$ cat config.mk
export PLATFORM = sky130hd
export DESIGN_NAME = stc_reservation
export DESIGN_NICKNAME = d
export VERILOG_FILES = /design/src/rtl/stc_pkg.sv /design/src/rtl/stc_xop_decode.sv /design/src/rtl/stc_resv_reg.sv /design/src/rtl/stc_match.sv /design/src/rtl/stc_reservation.sv
export SDC_FILE = /design/constraint.sdc
export NUM_CORES = 1
export LEC_CHECK = 0
export BUFFER_PORTS_ARGS = -buffer_cell sky130_fd_sc_hd__buf_2
export CORE_ASPECT_RATIO = 0.7
export CORE_MARGIN = 2
export CORE_UTILIZATION = 35
export CTS_CLUSTER_DIAMETER = 30
export DETAILED_ROUTE_END_ITERATION = 8
export HOLD_SLACK_MARGIN = 0.03
export PLACE_DENSITY = 0.66
export SLEW_MARGIN = 25
export SYNTH_ARGS = -nofsm -noshare
export SYNTH_HDL_FRONTEND = slang
export SYNTH_SLANG_ARGS = --single-unit
export TNS_END_PERCENT = 50
$ cat constraint.sdc
create_clock -name clk -period 2.5 [get_ports clk]
set_input_delay 0.25 -clock clk [delete_from_list [all_inputs] [get_ports clk]]
set_output_delay 0.25 -clock clk [all_outputs]
set_load 0.05 [all_outputs]
$ cat src/rtl/stc_pkg.sv
package stc_pkg;
   typedef enum logic [1:0] {
      SZ_BYTE = 2'd0,
      SZ_HALF = 2'd1,
      SZ_WORD = 2'd2,
      SZ_DWRD = 2'd3
   } stc_size_e;

   localparam int unsigned NUM_SIZES = 4;

   // condition field: bit 1 = performed, bit 0 = summary overflow
   function automatic logic [3:0] make_cond(input logic performed, input logic so);
      return {2'b00, performed, so};
   endfunction
endpackage

$ cat src/rtl/stc_xop_decode.sv
module stc_xop_decode
   import stc_pkg::*;
#(
   parameter int unsigned XOP_W    = 10,
   parameter int unsigned XOP_BYTE = 694,
   parameter int unsigned XOP_HALF = 726,
   parameter int unsigned XOP_WORD = 150,
   parameter int unsigned XOP_DWRD = 214
) (
   input  logic             req_i,
   input  logic [XOP_W-1:0] xop_i,
   output logic             go_o,
   output stc_size_e        size_o
);
   localparam int unsigned XOP_MAX = (1 << XOP_W) - 1;
   localparam int unsigned TBL [NUM_SIZES] = '{XOP_BYTE, XOP_HALF, XOP_WORD, XOP_DWRD};

   logic [NUM_SIZES-1:0] hit;

   for (genvar i = 0; i < NUM_SIZES; i++) begin : g_tbl
      if (TBL[i] > XOP_MAX) begin : g_range_err
         $error("stc_xop_decode: opcode %0d does not fit in XOP_W", TBL[i]);
      end
      for (genvar j = i + 1; j < NUM_SIZES; j++) begin : g_uniq
         if (TBL[i] == TBL[j]) begin : g_dup_err
            $error("stc_xop_decode: opcodes %0d and %0d collide", i, j);
         end
      end
      assign hit[i] = req_i && (xop_i == XOP_W'(TBL[i]));
   end

   always_comb begin
      size_o = SZ_BYTE;
      for (int i = 0; i < NUM_SIZES; i++) begin
         if (hit[i]) size_o = stc_size_e'(i);
      end
   end

   assign go_o = |hit;
endmodule

$ cat src/rtl/stc_resv_reg.sv
module stc_resv_reg
   import stc_pkg::*;
#(
   parameter int unsigned ADDR_W = 64
) (
   input  logic              clk,
   input  logic              rst_n,
   input  logic              clr_i,
   input  logic              set_i,
   input  logic [ADDR_W-1:0] set_addr_i,
   input  stc_size_e         set_size_i,
   input  logic              consume_i,
   output logic              valid_o,
   output logic [ADDR_W-1:0] addr_o,
   output stc_size_e         size_o
);
   // priority: clear, then new reservation, then consumption by a store
   always_ff @(posedge clk or negedge rst_n) begin
      if (!rst_n) begin
         valid_o <= 1'b0;
         addr_o  <= '0;
         size_o  <= SZ_BYTE;
      end else if (clr_i) begin
         valid_o <= 1'b0;
      end else if (set_i) begin
         valid_o <= 1'b1;
         addr_o  <= set_addr_i;
         size_o  <= set_size_i;
      end else if (consume_i) begin
         valid_o <= 1'b0;
      end
   end
endmodule

$ cat src/rtl/stc_match.sv
module stc_match
   import stc_pkg::*;
#(
   parameter int unsigned ADDR_W  = 64,
   parameter int unsigned CHUNK_W = 16
) (
   input  logic              valid_i,
   input  logic [ADDR_W-1:0] resv_addr_i,
   input  stc_size_e         resv_size_i,
   input  logic [ADDR_W-1:0] ea_i,
   input  stc_size_e         st_size_i,
   output logic              hit_o
);
   logic addr_eq;

   if (CHUNK_W == 0) begin : g_chunk_err
      $error("stc_match: CHUNK_W must be nonzero");
   end else if (CHUNK_W >= ADDR_W) begin : g_flat
      assign addr_eq = (resv_addr_i == ea_i);
   end else begin : g_split
      localparam int unsigned NCHUNK = ADDR_W / CHUNK_W;
      if (NCHUNK * CHUNK_W != ADDR_W) begin : g_div_err
         $error("stc_match: ADDR_W must be a multiple of CHUNK_W");
      end
      logic [NCHUNK-1:0] part_eq;
      for (genvar c = 0; c < NCHUNK; c++) begin : g_part
         assign part_eq[c] = (resv_addr_i[c*CHUNK_W +: CHUNK_W] == ea_i[c*CHUNK_W +: CHUNK_W]);
      end
      assign addr_eq = &part_eq;
   end

   assign hit_o = valid_i && (resv_size_i == st_size_i) && addr_eq;
endmodule

$ cat src/rtl/stc_reservation.sv
module stc_reservation
   import stc_pkg::*;
#(
   parameter int unsigned ADDR_W   = 64,
   parameter int unsigned CHUNK_W  = 16,
   parameter int unsigned XOP_W    = 10,
   parameter int unsigned XOP_BYTE = 694,
   parameter int unsigned XOP_HALF = 726,
   parameter int unsigned XOP_WORD = 150,
   parameter int unsigned XOP_DWRD = 214
) (
   input  logic              clk,
   input  logic              rst_n,
   input  logic              clr_i,
   input  logic              rsv_req_i,
   input  logic [ADDR_W-1:0] rsv_addr_i,
   input  logic [1:0]        rsv_size_i,
   input  logic              sc_req_i,
   input  logic [XOP_W-1:0]  sc_xop_i,
   input  logic [ADDR_W-1:0] sc_ea_i,
   input  logic              sc_so_i,
   output logic              done_o,
   output logic              ok_o,
   output logic [3:0]        cr_o,
   output logic              mem_we_o
);
   if (ADDR_W < 2) begin : g_addr_err
      $error("stc_reservation: ADDR_W too small");
   end

   logic              sc_go;
   stc_size_e         sc_size;
   logic              resv_valid;
   logic [ADDR_W-1:0] resv_addr;
   stc_size_e         resv_size;
   logic              sc_hit;

   stc_xop_decode #(
      .XOP_W(XOP_W), .XOP_BYTE(XOP_BYTE), .XOP_HALF(XOP_HALF),
      .XOP_WORD(XOP_WORD), .XOP_DWRD(XOP_DWRD)
   ) u_dec (
      .req_i (sc_req_i),
      .xop_i (sc_xop_i),
      .go_o  (sc_go),
      .size_o(sc_size)
   );

   stc_resv_reg #(.ADDR_W(ADDR_W)) u_resv (
      .clk       (clk),
      .rst_n     (rst_n),
      .clr_i     (clr_i),
      .set_i     (rsv_req_i),
      .set_addr_i(rsv_addr_i),
      .set_size_i(stc_size_e'(rsv_size_i)),
      .consume_i (sc_go),
      .valid_o   (resv_valid),
      .addr_o    (resv_addr),
      .size_o    (resv_size)
   );

   stc_match #(.ADDR_W(ADDR_W), .CHUNK_W(CHUNK_W)) u_match (
      .valid_i    (resv_valid),
      .resv_addr_i(resv_addr),
      .resv_size_i(resv_size),
      .ea_i       (sc_ea_i),
      .st_size_i  (sc_size),
      .hit_o      (sc_hit)
   );

   always_ff @(posedge clk or negedge rst_n) begin
      if (!rst_n) begin
         done_o   <= 1'b0;
         ok_o     <= 1'b0;
         cr_o     <= 4'b0000;
         mem_we_o <= 1'b0;
      end else begin
         done_o   <= sc_go;
         ok_o     <= sc_go && sc_hit;
         cr_o     <= sc_go ? make_cond(sc_hit, sc_so_i) : 4'b0000;
         mem_we_o <= sc_go && sc_hit;
      end
   end
endmodule

# After elaboration in Yosys (flattened, before gate mapping)
# Index checks and enable logic that the tools add are counted.
dict set report word_totals {
  register_bits 71
  out_inout_bits 7
  input_bits 146
}
dict set report op_classes {
  reduce_logical 11
  n_eq_ne 9
  bitwise_logic 1
  n_mux 7
}
# op count
set op_table {}
lappend op_table {{$eq A16 B16 Y1} 4}
lappend op_table {{$eq A10 B10 Y1 const B} 2}
lappend op_table {{$eq A10 B8 Y1 const B} 2}
lappend op_table {{$logic_and A1 B1 Y1} 7}
lappend op_table {{$mux W2} 3}
lappend op_table {{$mux W1} 4}
lappend op_table {{$reduce_and A4 Y1} 1}
lappend op_table {{$reduce_or A4 Y1} 1}
lappend op_table {{$reduce_bool A3 Y1} 1}
lappend op_table {{$eq A2 B2 Y1} 1}
lappend op_table {{$reduce_and A2 Y1} 1}
lappend op_table {{$not A1 Y1} 1}

# Depth between registers and ports, before layout
dict set report depth {
  ltp_word 9
  mapped_depth 6
}

# By module
# Synthesis repeated with hierarchy kept, for this count alone.
dict set report unflattened {
  cells_unflattened 268
  hier_area_um2 3697.3
}
# module n_inst cells_per_inst area_each_um2 seq_area_each_um2
set modules_own_cells {}
lappend modules_own_cells {stc_resv_reg 1 144 2713.9 1676.6}
lappend modules_own_cells {stc_match 1 106 793.3 0.0}
lappend modules_own_cells {stc_reservation 1 10 121.4 75.1}
lappend modules_own_cells {stc_xop_decode 1 8 68.8 0.0}

# Least setup slack after synthesis
# OpenSTA, ideal clock, no wires.
dict set report synth_path {
  kind {register to register}
  start {register u_resv.addr_o[52]}
  end {register cr_o[1]}
  synth_period_minus_slack_ns 1.657
  path_stages_with_launch 6
  setup_ns 0.096
  slack_ns 0.843
  t_required_ns 2.404
  t_arrival_ns 1.562
  n_path_buf 0
  path_cell_list {dfrtp_1 -> xor2_1 -> nor4_1 -> nand4_1 -> or4_1 -> nor4_2}
}
dict set report synth_between {
  elab_chain_cells 4
}
# item line_no
set synth_lines {}
lappend synth_lines {{start, declared} stc_resv_reg.sv:14} ;# output logic [ADDR_W-1:0] addr_o,
lappend synth_lines {{start signal, assigned} stc_resv_reg.sv:27} ;# addr_o <= set_addr_i;
lappend synth_lines {{$eq A16 B16 Y1} stc_match.sv:27} ;# assign part_eq[c] = (resv_addr_i[c*CHUNK_W +: CHUNK_W] == ea_i[c*CHUNK_W +: CHUNK_W]);
lappend synth_lines {{$reduce_and A4 Y1} stc_match.sv:29} ;# assign addr_eq = &part_eq;
lappend synth_lines {{$logic_and A1 B1 Y1} stc_match.sv:32} ;# assign hit_o = valid_i && (resv_size_i == st_size_i) && addr_eq;
lappend synth_lines {{$mux W2} stc_reservation.sv:79} ;# cr_o <= sc_go ? make_cond(sc_hit, sc_so_i) : 4'b0000;
lappend synth_lines {{end signal, assigned} stc_reservation.sv:79}
lappend synth_lines {{end, declared} stc_reservation.sv:24} ;# output logic [3:0] cr_o,
# Every way passes these cells.
# A chain may end at the register's enable or synchronous reset.

# Final worst setup path
dict set report layout_path {
  start {register u_resv.addr_o[50]}
  end {register cr_o[1]}
}
# Same word-level chain as after synthesis.

==> metrics <==
maxcap violations=0; Synth Area per Inst=12.7 sq um; most frequent cell after synthesis=dfrtp_1; drt first pass iters=4; number of synthesized flops with an enable pin=0; post-CTS setup buffers=0; vias in the first global route=2,623; cells resized by post-CTS repair=0; worst-path cell chain=xor2_1 -> nor4_1 -> nand4_1 -> or4_1 -> nor4_2; via count=2,575; CTS Buffer Depth=2; area of the multi-input gates=0.00155 sq mm; mapped cell area=0.00339 sq mm; Tot GR Track Use=15.2%; Fillers=899; Initial Utilization=35.5%; clk sinks=70; Die W=122 microns; run status=finished clean; Clock transition at path regs=0.05 ns; critical path endpoint category=flip-flop; final setup fails=0; DRC Markers=0; Synth top area share=51.6%; Hold Fails Final Rpt=0; RSZ-0062 raised after global routing=no; worst-skew pair later-pin latency=0.33 ns; clk root buf=clkbuf_16; top cells by count, synth=dfrtp_1 (70), mux2_2 (61), xor2_1 (37), xnor2_1 (20), inv_1 (11); Layout Nets=567; Leak Pwr=0.00215 uW; Worst Max-Slew Pin Slew=0.764 ns; first-pass GRT wire length=12.1 mm; synth top area cells=dfrtp_1 (52%), mux2_2 (20%), xor2_1 (9.5%); CP Launch Type=flip-flop; worst slack at placement=0.426 ns; share of cells above drive strength 1=53.8%; largest net degree at the start of global routing=45; Worst EP arrival=2.23 ns; Num CTS Buffers=9; register area share after synthesis=51.6%; Boundary Pins=153; Fmax achieved=0.499 GHz; Die ar.=0.0105 sq mm; Rows=30; Fin Setup TNS=0 ns; ANT cells=0; Synth async-reset ratio=100%; H-tree depth=3; largest area contributor in the netlist=dfrtp_1; 1st-iter DRT viols=79; Mapped Cells=267; I/O Buffers=150; routability congestion estimate=0.788; final core occ=47.6%; Yosys reg bits=70; Hold Path Class=input pin to flip-flop; dominant synthesized flop cell=dfrtp_1; relative slew slack=49.1%; warning count from the yosys run=0; Avg WL per Cell=13.8 microns; CP required=2.73 ns; kind of critical path=flip-flop to flip-flop; dpl hpwl=6.05 mm; Min Clock Period, post-route=2.00 ns; final global-route overflow total=0; Largest stage delay, worst path=0.53 ns; Seq. cell area=0.00175 sq mm; area grow syn2layout=34.3%; via density per instance=4.66; DRT antenna net count=0; Power Dens Cells=670 mW/mm^2; Max rail drop VDD=0.000347 V; hold_buf cts=1; Layout Skew=0.00530 ns; final setup margin=0.498 ns; Routed WL=7.63 mm; slowest cell on the critical path=or4_1; core area=0.00957 sq mm; Final period util=80.1%; worst hold slack=0.129 ns; Netlist cell types=31; initial antenna violation count=0; Die Ht=86.4 microns; CTS tree=done; max-slew violation count=0; critical path peak fanout=2
==> layout by cell type (no fill, tap or decap) <==
master / synthesis / final
a21oi_1: 1 / 1
a221oi_1: 1 / 1
a222oi_1: 1 / 1
a22oi_1: 1 / 1
a31oi_1: 1 / 1
and3_1: 1 / 1
and4b_1: 1 / 1
buf_12: 0 / 1
buf_2: 0 / 150
buf_4: 4 / 2
clkbuf_1: 8 / 2
clkbuf_16: 0 / 9
clkbuf_8: 0 / 1
clkinv_2: 0 / 2
conb_1: 1 / 2
dfrtp_1: 70 / 70
dlygate4sd3_1: 0 / 1
inv_1: 11 / 11
mux2_2: 61 / 61
nand2_1: 6 / 6
nand3_1: 2 / 2
nand4_1: 6 / 6
nand4b_1: 1 / 1
nand4bb_1: 1 / 1
nor2_1: 4 / 4
nor2b_1: 2 / 1
nor2b_4: 0 / 1
nor4_1: 9 / 9
nor4_2: 1 / 1
nor4b_1: 2 / 2
o21ai_0: 6 / 6
o221ai_1: 2 / 2
o22ai_1: 2 / 2
o2bb2ai_1: 1 / 1
o41ai_1: 2 / 2
or4_1: 1 / 1
xnor2_1: 20 / 20
xor2_1: 37 / 37
==> worst max-delay path, delay by kind of cell, from the launching register on <==
family / cells / cell delay (ns)
flip-flops: 1 / 0.39
XOR/XNOR: 1 / 0.15
AND/OR/NAND/NOR: 4 / 1.37
==> state kept, by name (all words and copies together) (netlist names) <==
| signal | flops |
|---|---|
| u_resv.addr_o | 64 |
| cr_o | 2 |
| u_resv.size_o | 2 |
| done_o | 1 |
| u_resv.valid_o | 1 |
==> where the power goes <==
| group | total (uW) | internal (uW) | switching [uW] |
|---|---|---|---|
| combinational | 538 | 322 | 216 |
| sequential | 1400 | 1290 | 104 |
| clock | 1120 | 683 | 433 |
| total | 3050 | 2300 | 753 |
==> cells by family after synthesis <==
family,share of synthesized area (%)
compound gates,3.65
xor+xnor,14.7
buf+inv,2.99
flops,51.6
mux,20.2
other cells,0.110
simple gates,6.71
==> per-layer routing <==
layer	GRT usage, %	routed length (microns)	vias up
li1	-	-	1247
met1	18.4	3410	1215
met2	23.8	3310	102
met3	7.37	809	11
met4	5.64	106	0
met5	0	0	-
==> final cells by class <==
cell class / instances / share of cell area (%)
flip-flops and latches: 70 / 38.4
multi-input cells: 175 / 34.1
repair buffers: 154 / 17.5
clock buffers: 12 / 5.41
well taps: 128 / 3.51
inverters: 11 / 0.906
clock inverters: 2 / 0.220
==> worst paths after layout <==
path | start | to | slack [ns] | depth (start not counted)
max in group asynchronous | rst_n | u_resv.addr_o[39]$_DFFE_PN0P_ | 1.29 | 3
min reg2reg | u_resv.addr_o[18]$_DFFE_PN0P_ | u_resv.addr_o[18]$_DFFE_PN0P_ | 0.52 | 1
min in group asynchronous | rst_n | u_resv.addr_o[45]$_DFFE_PN0P_ | 0.53 | 2
min | clr_i | u_resv.valid_o$_DFFE_PN0P_ | 0.13 | 2
max | u_resv.addr_o[50]$_DFFE_PN0P_ | cr_o[1]$_DFF_PN0_ | 0.50 | 5
max reg2reg | u_resv.addr_o[50]$_DFFE_PN0P_ | cr_o[1]$_DFF_PN0_ | 0.50 | 5
==> through the flow <==
step	power (uW)	cell area [sq um]	cells
2_1_floorplan	1730	3400	268
5_1_grt	3240	4560	552
3_5_place_dp	1960	4290	537
3_3_place_gp	1940	4290	537
4_1_cts	3110	4560	552
6_report	3050	4560	552
No activity file was read; power rests on OpenSTA's default activity.
